File: config.mk
export PLATFORM = sky130hd
export DESIGN_NAME = i2c_irq_hub
export DESIGN_NICKNAME = d
export VERILOG_FILES = /design/src/rtl/i2c_irq_pkg.sv /design/src/rtl/i2c_irq_decode.sv /design/src/rtl/i2c_irq_chan.sv /design/src/rtl/i2c_irq_agg.sv /design/src/rtl/i2c_irq_hub.sv
export SDC_FILE = /design/constraint.sdc
export NUM_CORES = 2
export LEC_CHECK = 0
export ABC_AREA = 0
export BUFFER_PORTS_ARGS = -buffer_cell sky130_fd_sc_hd__buf_2
export CAP_MARGIN = 20
export CORE_ASPECT_RATIO = 1.25
export CORE_MARGIN = 4
export CORE_UTILIZATION = 35
export DETAILED_ROUTE_END_ITERATION = 16
export GPL_TIMING_DRIVEN = 0
export PLACE_DENSITY = 0.61
export SLEW_MARGIN = 10
export SYNTH_ARGS = -nofsm -noshare
export SYNTH_HDL_FRONTEND = slang
export SYNTH_SLANG_ARGS = --single-unit
File: constraint.sdc
create_clock -name clk -period 1.7 [get_ports clk]
set_input_delay 0.425 -clock clk [delete_from_list [all_inputs] [get_ports clk]]
set_output_delay 0.425 -clock clk [all_outputs]
set_load 0.02 [all_outputs]
File: src/rtl/i2c_irq_pkg.sv
package i2c_irq_pkg;

    localparam int DATA_W   = 32;
    localparam int CAUSE_W  = 16;   // cause pulses as delivered by an engine
    localparam int EN_W     = 15;   // bits held in enable and cause words
    localparam int RXDONE_B = 2;    // receive-done cause position

    localparam logic [DATA_W-1:0] CTRL_KEEP = 32'h0071_C3FF;
    localparam logic [DATA_W-1:0] TIM1_KEEP = 32'h0FFF_FF0F;
    localparam logic [DATA_W-1:0] TIM2_KEEP = 32'h0000_0007;

    typedef enum logic [2:0] {
        RSEL_NONE,
        RSEL_CTRL,
        RSEL_TIM1,
        RSEL_TIM2,
        RSEL_IEN,
        RSEL_CAUSE
    } rsel_e;

    typedef struct packed {
        logic [DATA_W-1:0] ctrl;
        logic [DATA_W-1:0] tim1;
        logic [2:0]        tim2;
        logic [EN_W-1:0]   ien;
        logic [EN_W-1:0]   cause;
        logic              rx_next;
    } chan_regs_t;

    typedef struct packed {
        logic [DATA_W-1:0] rdata;
        logic              rvalid;
    } rd_path_t;

endpackage

File: src/rtl/i2c_irq_decode.sv
module i2c_irq_decode
    import i2c_irq_pkg::*;
#(
    parameter int NCH      = 14,
    parameter int GAP_IDX  = 7,
    parameter int GAP_WINS = 4,
    parameter int ADDR_W   = 12,
    parameter int WIN_LSB  = 6
) (
    input  logic [ADDR_W-1:0] addr,
    output logic [NCH-1:0]    ch_hit,
    output logic              glob_hit,
    output rsel_e             sel
);
    localparam int WIN_W  = ADDR_W - WIN_LSB;
    localparam int WORD_W = WIN_LSB - 2;

    logic [WIN_W-1:0]  win;
    logic [WORD_W-1:0] word;

    assign win  = addr[ADDR_W-1:WIN_LSB];
    assign word = addr[WIN_LSB-1:2];

    for (genvar i = 0; i < NCH; i++) begin : g_win
        localparam int WIN_NUM = (i < GAP_IDX) ? (i + 1) : (i + 1 + GAP_WINS);
        assign ch_hit[i] = (win == WIN_W'(WIN_NUM));
    end

    assign glob_hit = (win == '0) && (word == '0);

    always_comb begin
        unique case (word)
            WORD_W'(0): sel = RSEL_CTRL;
            WORD_W'(1): sel = RSEL_TIM1;
            WORD_W'(2): sel = RSEL_TIM2;
            WORD_W'(3): sel = RSEL_IEN;
            WORD_W'(4): sel = RSEL_CAUSE;
            default:    sel = RSEL_NONE;
        endcase
    end

endmodule

File: src/rtl/i2c_irq_chan.sv
module i2c_irq_chan
    import i2c_irq_pkg::*;
(
    input  logic               clk,
    input  logic               rst_n,
    input  logic               wr_en,
    input  rsel_e              sel,
    input  logic [DATA_W-1:0]  wdata,
    input  logic [CAUSE_W-1:0] cause_set,
    input  logic               rx_pend,
    output logic [DATA_W-1:0]  rd_val,
    output logic               glob_set,
    output logic               glob_clr,
    output logic               rx_next
);
    chan_regs_t r_d, r_q;

    logic            wr_cause;
    logic            raise;
    logic [EN_W-1:0] w1c;
    logic [EN_W-1:0] kept;
    logic [EN_W-1:0] cause_nx;

    always_comb begin
        r_d      = r_q;
        wr_cause = wr_en && (sel == RSEL_CAUSE);
        w1c      = wr_cause ? wdata[EN_W-1:0] : '0;
        raise    = |cause_set;

        // clear first, then merge the raised causes through the old enable
        kept     = r_q.cause & ~w1c;
        cause_nx = raise ? ((kept | cause_set[EN_W-1:0]) & r_q.ien) : kept;
        r_d.cause = cause_nx;

        glob_set = raise && (cause_nx != '0);
        glob_clr = wr_cause && (cause_nx == '0) && !glob_set;

        r_d.rx_next = wr_cause && r_q.cause[RXDONE_B] && w1c[RXDONE_B] && rx_pend;

        if (wr_en) begin
            unique case (sel)
                RSEL_CTRL: r_d.ctrl = wdata & CTRL_KEEP;
                RSEL_TIM1: r_d.tim1 = wdata & TIM1_KEEP;
                RSEL_TIM2: r_d.tim2 = wdata[2:0];
                RSEL_IEN:  r_d.ien  = wdata[EN_W-1:0];
                default:   ;
            endcase
        end
    end

    always_ff @(posedge clk or negedge rst_n) begin
        if (!rst_n) r_q <= '0;
        else        r_q <= r_d;
    end

    always_comb begin
        unique case (sel)
            RSEL_CTRL:  rd_val = r_q.ctrl;
            RSEL_TIM1:  rd_val = r_q.tim1;
            RSEL_TIM2:  rd_val = {{(DATA_W-3){1'b0}}, r_q.tim2};
            RSEL_IEN:   rd_val = {{(DATA_W-EN_W){1'b0}}, r_q.ien};
            RSEL_CAUSE: rd_val = {{(DATA_W-EN_W){1'b0}}, r_q.cause};
            default:    rd_val = '1;
        endcase
    end

    assign rx_next = r_q.rx_next;

    AST_RAISE_MASKED: assert property (@(posedge clk) disable iff (!rst_n)
        (|cause_set) |=> ((r_q.cause & ~$past(r_q.ien)) == '0));

    AST_W1C_CLEARS: assert property (@(posedge clk) disable iff (!rst_n)
        (wr_en && sel == RSEL_CAUSE && !(|cause_set))
            |=> ((r_q.cause & $past(wdata[EN_W-1:0])) == '0));

    AST_RXNEXT_NEEDS_PEND: assert property (@(posedge clk) disable iff (!rst_n)
        rx_next |-> $past(rx_pend));

    AST_RXNEXT_ONE_CYCLE: assert property (@(posedge clk) disable iff (!rst_n)
        rx_next |=> !rx_next);

endmodule

File: src/rtl/i2c_irq_agg.sv
module i2c_irq_agg #(
    parameter int NCH = 14
) (
    input  logic           clk,
    input  logic           rst_n,
    input  logic [NCH-1:0] glob_set,
    input  logic [NCH-1:0] glob_clr,
    output logic [NCH-1:0] glob,
    output logic           irq
);
    typedef struct packed {
        logic [NCH-1:0] summ;
        logic           irq;
    } agg_t;

    agg_t a_d, a_q;

    always_comb begin
        a_d      = a_q;
        a_d.summ = (a_q.summ | glob_set) & ~(glob_clr & ~glob_set);
        a_d.irq  = |a_q.summ;
    end

    always_ff @(posedge clk or negedge rst_n) begin
        if (!rst_n) a_q <= '0;
        else        a_q <= a_d;
    end

    assign glob = a_q.summ;
    assign irq  = a_q.irq;

    AST_SET_TAKES: assert property (@(posedge clk) disable iff (!rst_n)
        (|glob_set) |=> ((glob & $past(glob_set)) == $past(glob_set)));

    AST_CLR_ONLY_ON_REQ: assert property (@(posedge clk) disable iff (!rst_n)
        1'b1 |=> ((~glob & $past(glob) & ~$past(glob_clr)) == '0));

    AST_IRQ_IS_OR: assert property (@(posedge clk) disable iff (!rst_n)
        1'b1 |=> (irq == (|$past(glob))));

endmodule

File: src/rtl/i2c_irq_hub.sv
module i2c_irq_hub
    import i2c_irq_pkg::*;
#(
    parameter int NCH      = 14,
    parameter int GAP_IDX  = 7,
    parameter int GAP_WINS = 4,
    parameter int ADDR_W   = 12
) (
    input  logic                   clk,
    input  logic                   rst_n,
    input  logic                   bus_valid,
    input  logic                   bus_write,
    input  logic [ADDR_W-1:0]      bus_addr,
    input  logic [31:0]            bus_wdata,
    output logic [31:0]            bus_rdata,
    output logic                   bus_rvalid,
    input  logic [NCH*CAUSE_W-1:0] cause_set,
    input  logic [NCH-1:0]         rx_pending,
    output logic [NCH-1:0]         rx_next,
    output logic                   irq
);
    logic [NCH-1:0]             ch_hit;
    logic                       glob_hit;
    rsel_e                      sel;
    logic [NCH-1:0]             g_set;
    logic [NCH-1:0]             g_clr;
    logic [NCH-1:0]             glob;
    logic [NCH-1:0][DATA_W-1:0] chan_rd;
    logic [DATA_W-1:0]          rd_mux;
    rd_path_t                   p_d, p_q;

    i2c_irq_decode #(
        .NCH(NCH), .GAP_IDX(GAP_IDX), .GAP_WINS(GAP_WINS), .ADDR_W(ADDR_W), .WIN_LSB(6)
    ) u_dec (
        .addr(bus_addr), .ch_hit(ch_hit), .glob_hit(glob_hit), .sel(sel)
    );

    for (genvar i = 0; i < NCH; i++) begin : g_ch
        i2c_irq_chan u_chan (
            .clk      (clk),
            .rst_n    (rst_n),
            .wr_en    (bus_valid && bus_write && ch_hit[i]),
            .sel      (sel),
            .wdata    (bus_wdata),
            .cause_set(cause_set[i*CAUSE_W +: CAUSE_W]),
            .rx_pend  (rx_pending[i]),
            .rd_val   (chan_rd[i]),
            .glob_set (g_set[i]),
            .glob_clr (g_clr[i]),
            .rx_next  (rx_next[i])
        );
    end

    i2c_irq_agg #(.NCH(NCH)) u_agg (
        .clk(clk), .rst_n(rst_n), .glob_set(g_set), .glob_clr(g_clr),
        .glob(glob), .irq(irq)
    );

    always_comb begin
        rd_mux = '1;
        if (glob_hit) begin
            rd_mux = {{(DATA_W-NCH){1'b0}}, glob};
        end else if ((|ch_hit) && (sel != RSEL_NONE)) begin
            rd_mux = '0;
            for (int i = 0; i < NCH; i++) begin
                if (ch_hit[i]) rd_mux = rd_mux | chan_rd[i];
            end
        end
        p_d        = p_q;
        p_d.rvalid = bus_valid && !bus_write;
        if (bus_valid && !bus_write) p_d.rdata = rd_mux;
    end

    always_ff @(posedge clk or negedge rst_n) begin
        if (!rst_n) p_q <= '0;
        else        p_q <= p_d;
    end

    assign bus_rdata  = p_q.rdata;
    assign bus_rvalid = p_q.rvalid;

    AST_UNMAPPED_ONES: assert property (@(posedge clk) disable iff (!rst_n)
        (bus_valid && !bus_write && !glob_hit && !(|ch_hit)) |=> (bus_rdata == '1));

    AST_RVALID_LATENCY: assert property (@(posedge clk) disable iff (!rst_n)
        1'b1 |=> (bus_rvalid == $past(bus_valid && !bus_write)));

    AST_CHAN_HIT_ONEHOT: assert property (@(posedge clk) disable iff (!rst_n)
        $onehot0(ch_hit) && !(glob_hit && (|ch_hit)));

endmodule

==> key figures <==
Status
  – Result of the run: finished with violations
  – Failing checks: hold timing, setup timing

STA
  – Count of pins over their slew limit: 0
  – Fin crit share: 1.426
  – Worst Tran Pin Value: 1182 ps
  – Least setup slack across all paths after layout: -724.1 ps
  – Endpoints failing hold: between 70 and 80
  – Final period demand of the worst path: approximately 2400 ps
  – Hold slack: -470.9 ps
  – Unrepaired setup endpoints after global routing: yes
  – Number of setup violations in the final report: roughly 1000
  – Setup tns final: -253180 ps
  – Maximum clock skew at final layout: ~58 ps
  – Relative slew margins: 0.2122
  – Maximum clock rate: 0.4125 GHz

Pwr
  – Psw: ~0.019 W
  – Clock group share of total power: 0.456
  – VDD IR-drop max: slightly above 0.9 mV
  – Ratio of total power to cell area: a little over 800 nW/µm²
  – Cell Int Power: 0.04585 W
  – Part of the total power dissipated in sequential elements: 0.418
  – Comb power frac: 0.126
  – Leakage Power: 35.08 nW
  – Switch share: 0.2899

Logic synthesis
  – Net count after synthesis: about 4900
  – Complex-gate fraction of the synthesized area: 0.1791
  – Syn. warnings: 0
  – Basic-gate share of the synthesized area counting and, or, nand and nor cells: 0.07828
  – Combinational family with the most area after synthesis: multiplexers
  – Predominant post-synthesis flop cell: sky130_fd_sc_hd__dfrtp_1
  – Post-synthesis area per instance: between 10 and 15 µm²
  – Number of register bits inferred by synthesis: ~1100
  – Library cells used by synthesis: 71
  – Synth Area in Adders: 0
  – Sequential fraction of the synthesis area: 0.5196
  – Number of flops mapped to enable cells by yosys: 0
  – Post-Synthesis Cell Area: 52060 µm²
  – Post-Synthesis Cells: 4640
  – Ys async rst share: 1.000
  – Xor/xnor cell area share of the yosys netlist: 0
  – Multiplexer share of the synthesized area: 0.1838

Route
  – Number of remaining DRC errors: 0
  – Routed wire length: between 300000 and 400000 µm
  – Violation count after the first detailed-route iteration: 6819
  – Antenna violation net count after detailed routing: 0
  – Final routed wire length divided by cell count: roughly 50 µm
  – Pre-antenna DRT Iters: 6
  – Routed vias/inst: roughly 6.8
  – Total number of vias: 52840

Worst setup path
  – Endpoint class of the critical path: register
  – Element type at the critical path start: input pin
  – Worst Path Max Fanout: 10
  – Endpoint arrival time on the critical path: between 3000 and 4000 ps
  – Req. time, crit path: between 2000 and 2500 ps
  – Setup CP Type: input pin to register

Finish
  – Area taken by flip-flops and latches: 27060 µm²
  – Ratio of cells with drive above 1 in the final layout: 0.4763
  – Fin util: 0.5283
  – Footprint of the multi-input gates: roughly 29000 µm²
  – Synth-to-layout area growth: 49.30%
  – Filler cells: 12570
  – Net count, final: 6012

Die
  – DIE AREA: 155000 µm²
  – Height of the chip: 439.2 µm
  – Initial cell density of the core: 0.3538
  – Top-Level Pins: 334
  – Core footprint: approximately 150000 µm²
  – Site row count: between 150 and 200
  – DIE WIDTH: 352.9 µm

Clock network
  – Number of buffers between clock root and the deepest sink: 3
  – Clock Pin Slew Worst Setup and Hold Paths: about 60 ps
  – Root Driver: sky130_fd_sc_hd__clkbuf_16
  – Later-pin clock latency in the skew report: 830 ps
  – H-tree depth reported by CTS: 3
  – Number of buffers created by CTS: approximately 120
  – CTS sink cnt: between 1000 and 1500
  – TritonCTS clock tree: done
  – Quantity of hold-fixing buffers added after cts: 145

GRT
  – Number of global-route vias before repair: 50420
  – Pin count of the biggest net entering global routing: between 100 and 150
  – Global-route congestion overflow total: 0
  – Total global-route track usage: 0.4700
  – First-pass GRT wire length: 485100 µm
  – Number of antenna violations at the first check in global routing: 43

Job
  – Max capacitance violation total: 0

Placement
  – Post-DP HPWL: 274200 µm
  – Buffers on Ports: approximately 310
  – GPL Wtd Cong: around 1.1

Hold path
  – HP Class: input pin to asynchronous set/reset pin
==> worst max-delay path, stage by stage <==
cell and delay [ps]:
sky130_fd_sc_hd__buf_12 100, sky130_fd_sc_hd__buf_12 120, sky130_fd_sc_hd__nor4_4 40, sky130_fd_sc_hd__buf_6 140, sky130_fd_sc_hd__buf_12 140, sky130_fd_sc_hd__clkbuf_4 290
sky130_fd_sc_hd__a222oi_1 970, sky130_fd_sc_hd__nor2_2 200, sky130_fd_sc_hd__nor4_2 220, sky130_fd_sc_hd__nand4_1 200, sky130_fd_sc_hd__o21ai_2 160, sky130_fd_sc_hd__o21ai_1 80
==> power groups by stage <==
| stage | Sequential [W] | Combinational, W | Clock (W) |
|---|---|---|---|
| final | 0.0270 | 0.00815 | 0.0295 |
| after global routing | 0.0269 | 0.00813 | 0.0302 |
| after CTS | 0.0268 | 0.00744 | 0.0293 |
| after detailed placement | 0.0273 | 0.00595 | 0 |
| after global placement | 0.0273 | 0.00564 | 0 |
| after floorplan | 0.0269 | 0.00204 | 0 |
==> cells in the final DEF, fill, tap and decap left out, types with 100 or more instances in the layout <==
cell	instances
sky130_fd_sc_hd__a31oi_1	100
sky130_fd_sc_hd__a22oi_1	121
sky130_fd_sc_hd__o21ai_0	192
sky130_fd_sc_hd__clkbuf_16	192
sky130_fd_sc_hd__mux2_4	308
sky130_fd_sc_hd__buf_2	318
sky130_fd_sc_hd__dfrtp_1	1076
sky130_fd_sc_hd__a21oi_1	183
sky130_fd_sc_hd__dlygate4sd3_1	145
sky130_fd_sc_hd__nor2_1	120
sky130_fd_sc_hd__clkbuf_1	103
sky130_fd_sc_hd__buf_4	285
sky130_fd_sc_hd__nand2_1	191
sky130_fd_sc_hd__buf_12	168
sky130_fd_sc_hd__mux2_2	516
==> synth_stat cells, types with 9 or more instances <==
| cell | n | share of area |
|---|---|---|
| sky130_fd_sc_hd__o22a_1 | 88 | 0.015 |
| sky130_fd_sc_hd__mux2i_1 | 29 | 0.0056 |
| sky130_fd_sc_hd__nor4_1 | 133 | 0.016 |
| sky130_fd_sc_hd__or4_1 | 17 | 0.0025 |
| sky130_fd_sc_hd__nand2_1 | 235 | 0.017 |
| sky130_fd_sc_hd__nor2b_1 | 9 | 0.0011 |
| sky130_fd_sc_hd__a21boi_0 | 75 | 0.011 |
| sky130_fd_sc_hd__nand3_1 | 57 | 0.0055 |
| sky130_fd_sc_hd__nand2b_1 | 28 | 0.0034 |
| sky130_fd_sc_hd__a41oi_1 | 9 | 0.0015 |
| sky130_fd_sc_hd__a31oi_1 | 174 | 0.021 |
| sky130_fd_sc_hd__buf_1 | 49 | 0.0035 |
| sky130_fd_sc_hd__dfrtp_1 | 1081 | 0.52 |
| sky130_fd_sc_hd__buf_4 | 18 | 0.0026 |
| sky130_fd_sc_hd__and4_1 | 23 | 0.0039 |
| sky130_fd_sc_hd__a211oi_1 | 16 | 0.0023 |
| sky130_fd_sc_hd__a222oi_1 | 19 | 0.0037 |
| sky130_fd_sc_hd__a22o_1 | 18 | 0.0030 |
| sky130_fd_sc_hd__o22ai_1 | 44 | 0.0053 |
| sky130_fd_sc_hd__and3_1 | 15 | 0.0018 |
| sky130_fd_sc_hd__a22oi_1 | 152 | 0.022 |
| sky130_fd_sc_hd__inv_1 | 57 | 0.0041 |
| sky130_fd_sc_hd__a21oi_1 | 267 | 0.026 |
| sky130_fd_sc_hd__a21o_1 | 45 | 0.0065 |
| sky130_fd_sc_hd__a311oi_1 | 15 | 0.0025 |
| sky130_fd_sc_hd__buf_2 | 46 | 0.0044 |
| sky130_fd_sc_hd__clkbuf_1 | 327 | 0.024 |
| sky130_fd_sc_hd__o21a_1 | 85 | 0.012 |
| sky130_fd_sc_hd__mux2_2 | 824 | 0.18 |
| sky130_fd_sc_hd__a211o_1 | 11 | 0.0019 |
| sky130_fd_sc_hd__nand4_1 | 28 | 0.0034 |
| sky130_fd_sc_hd__o21ai_0 | 272 | 0.026 |
| sky130_fd_sc_hd__a2111oi_0 | 12 | 0.0020 |
| sky130_fd_sc_hd__nor3_1 | 43 | 0.0041 |
| sky130_fd_sc_hd__nor2_1 | 178 | 0.013 |
| sky130_fd_sc_hd__a221oi_1 | 71 | 0.012 |
==> cells by family (layout without fill, tap and decap cells) <==
group,Yosys count,after routing
compound gates,1408,1408
flops,1081,1081
mux,853,853
simple gates,796,797
buf+inv,502,1687
other cells,0,44
==> cell type report <==
cell class | instances | share of cell area
inverter | 58 | 0.003010
antenna | 44 | 0.001417
clock inverter | 52 | 0.01093
timing repair buffer | 980 | 0.1260
clock buffer | 168 | 0.04404
sequential | 1081 | 0.3481
multi-input combinational | 3058 | 0.3680
tap | 1908 | 0.03072
buffer | 429 | 0.06777
==> worst paths after layout <==
check,startpoint,to,slack [ps],cells past startpoint
worst min-delay path,rst_n,g_ch[0].u_chan.r_q[16]$_DFFE_PN0P_,-470,1
min in group clk,cause_set[76],g_ch[4].u_chan.r_q[13]$_DFF_PN0_,30,2
worst max register to register,g_ch[1].u_chan.r_q[5]$_DFF_PN0_,bus_rdata[4]$_DFFE_PN0P_,-680,6
worst min register to register,bus_rdata[9]$_DFFE_PN0P_,bus_rdata[9]$_DFFE_PN0P_,490,2
max in group asynchronous,rst_n,g_ch[4].u_chan.r_q[88]$_DFFE_PN0P_,-100,4
worst max-delay path,bus_addr[3],bus_rdata[4]$_DFFE_PN0P_,-720,12
==> per-layer routing <==
layer / share of wire / up-vias / track usage / wire length [µm]
met5: 0.00041 / - / 0 / 157
met4: 0.13 / 12 / 0.4751 / 49840
met3: 0.11 / 1605 / 0.1391 / 43080
met2: 0.41 / 4454 / 0.6747 / 155100
met1: 0.35 / 27060 / 0.5483 / 132100
li1: - / 19710 / - / -
==> flip-flops by register name, indices dropped and copies added (netlist names) <==
name                 cells
g_ch.u_chan.r_q       1022
u_agg.glob              14
bus_rvalid               1
u_agg.irq                1
g_ch.u_chan.rx_next     14
bus_rdata               29
==> per-stage QoR <==
stage	instances	hold WS, ps	instance area [µm²]	power, W	setup slack, ps
floorplan	4640	129.4	53080	0.02896	-1057
detailed placement	6930	387.6	58220	0.03321	-3499
finish	7778	-470.9	77720	0.06456	-724.1
global placement	6861	470.6	57030	0.03294	-25110
global route	7739	-400.6	77630	0.06527	-721.5
CTS	7608	-459.4	74370	0.06357	-656.0
==> timing repair <==
item                                   in CTS  in global routing
gates cloned                               28                 15
pin swaps                                 287                195
gates resized for setup                  1659                488
endpoints found under the hold margin     240                 71
setup buffers                             294                124
setup endpoints to repair                1155               1036
Power figures use the tool's default switching activity.
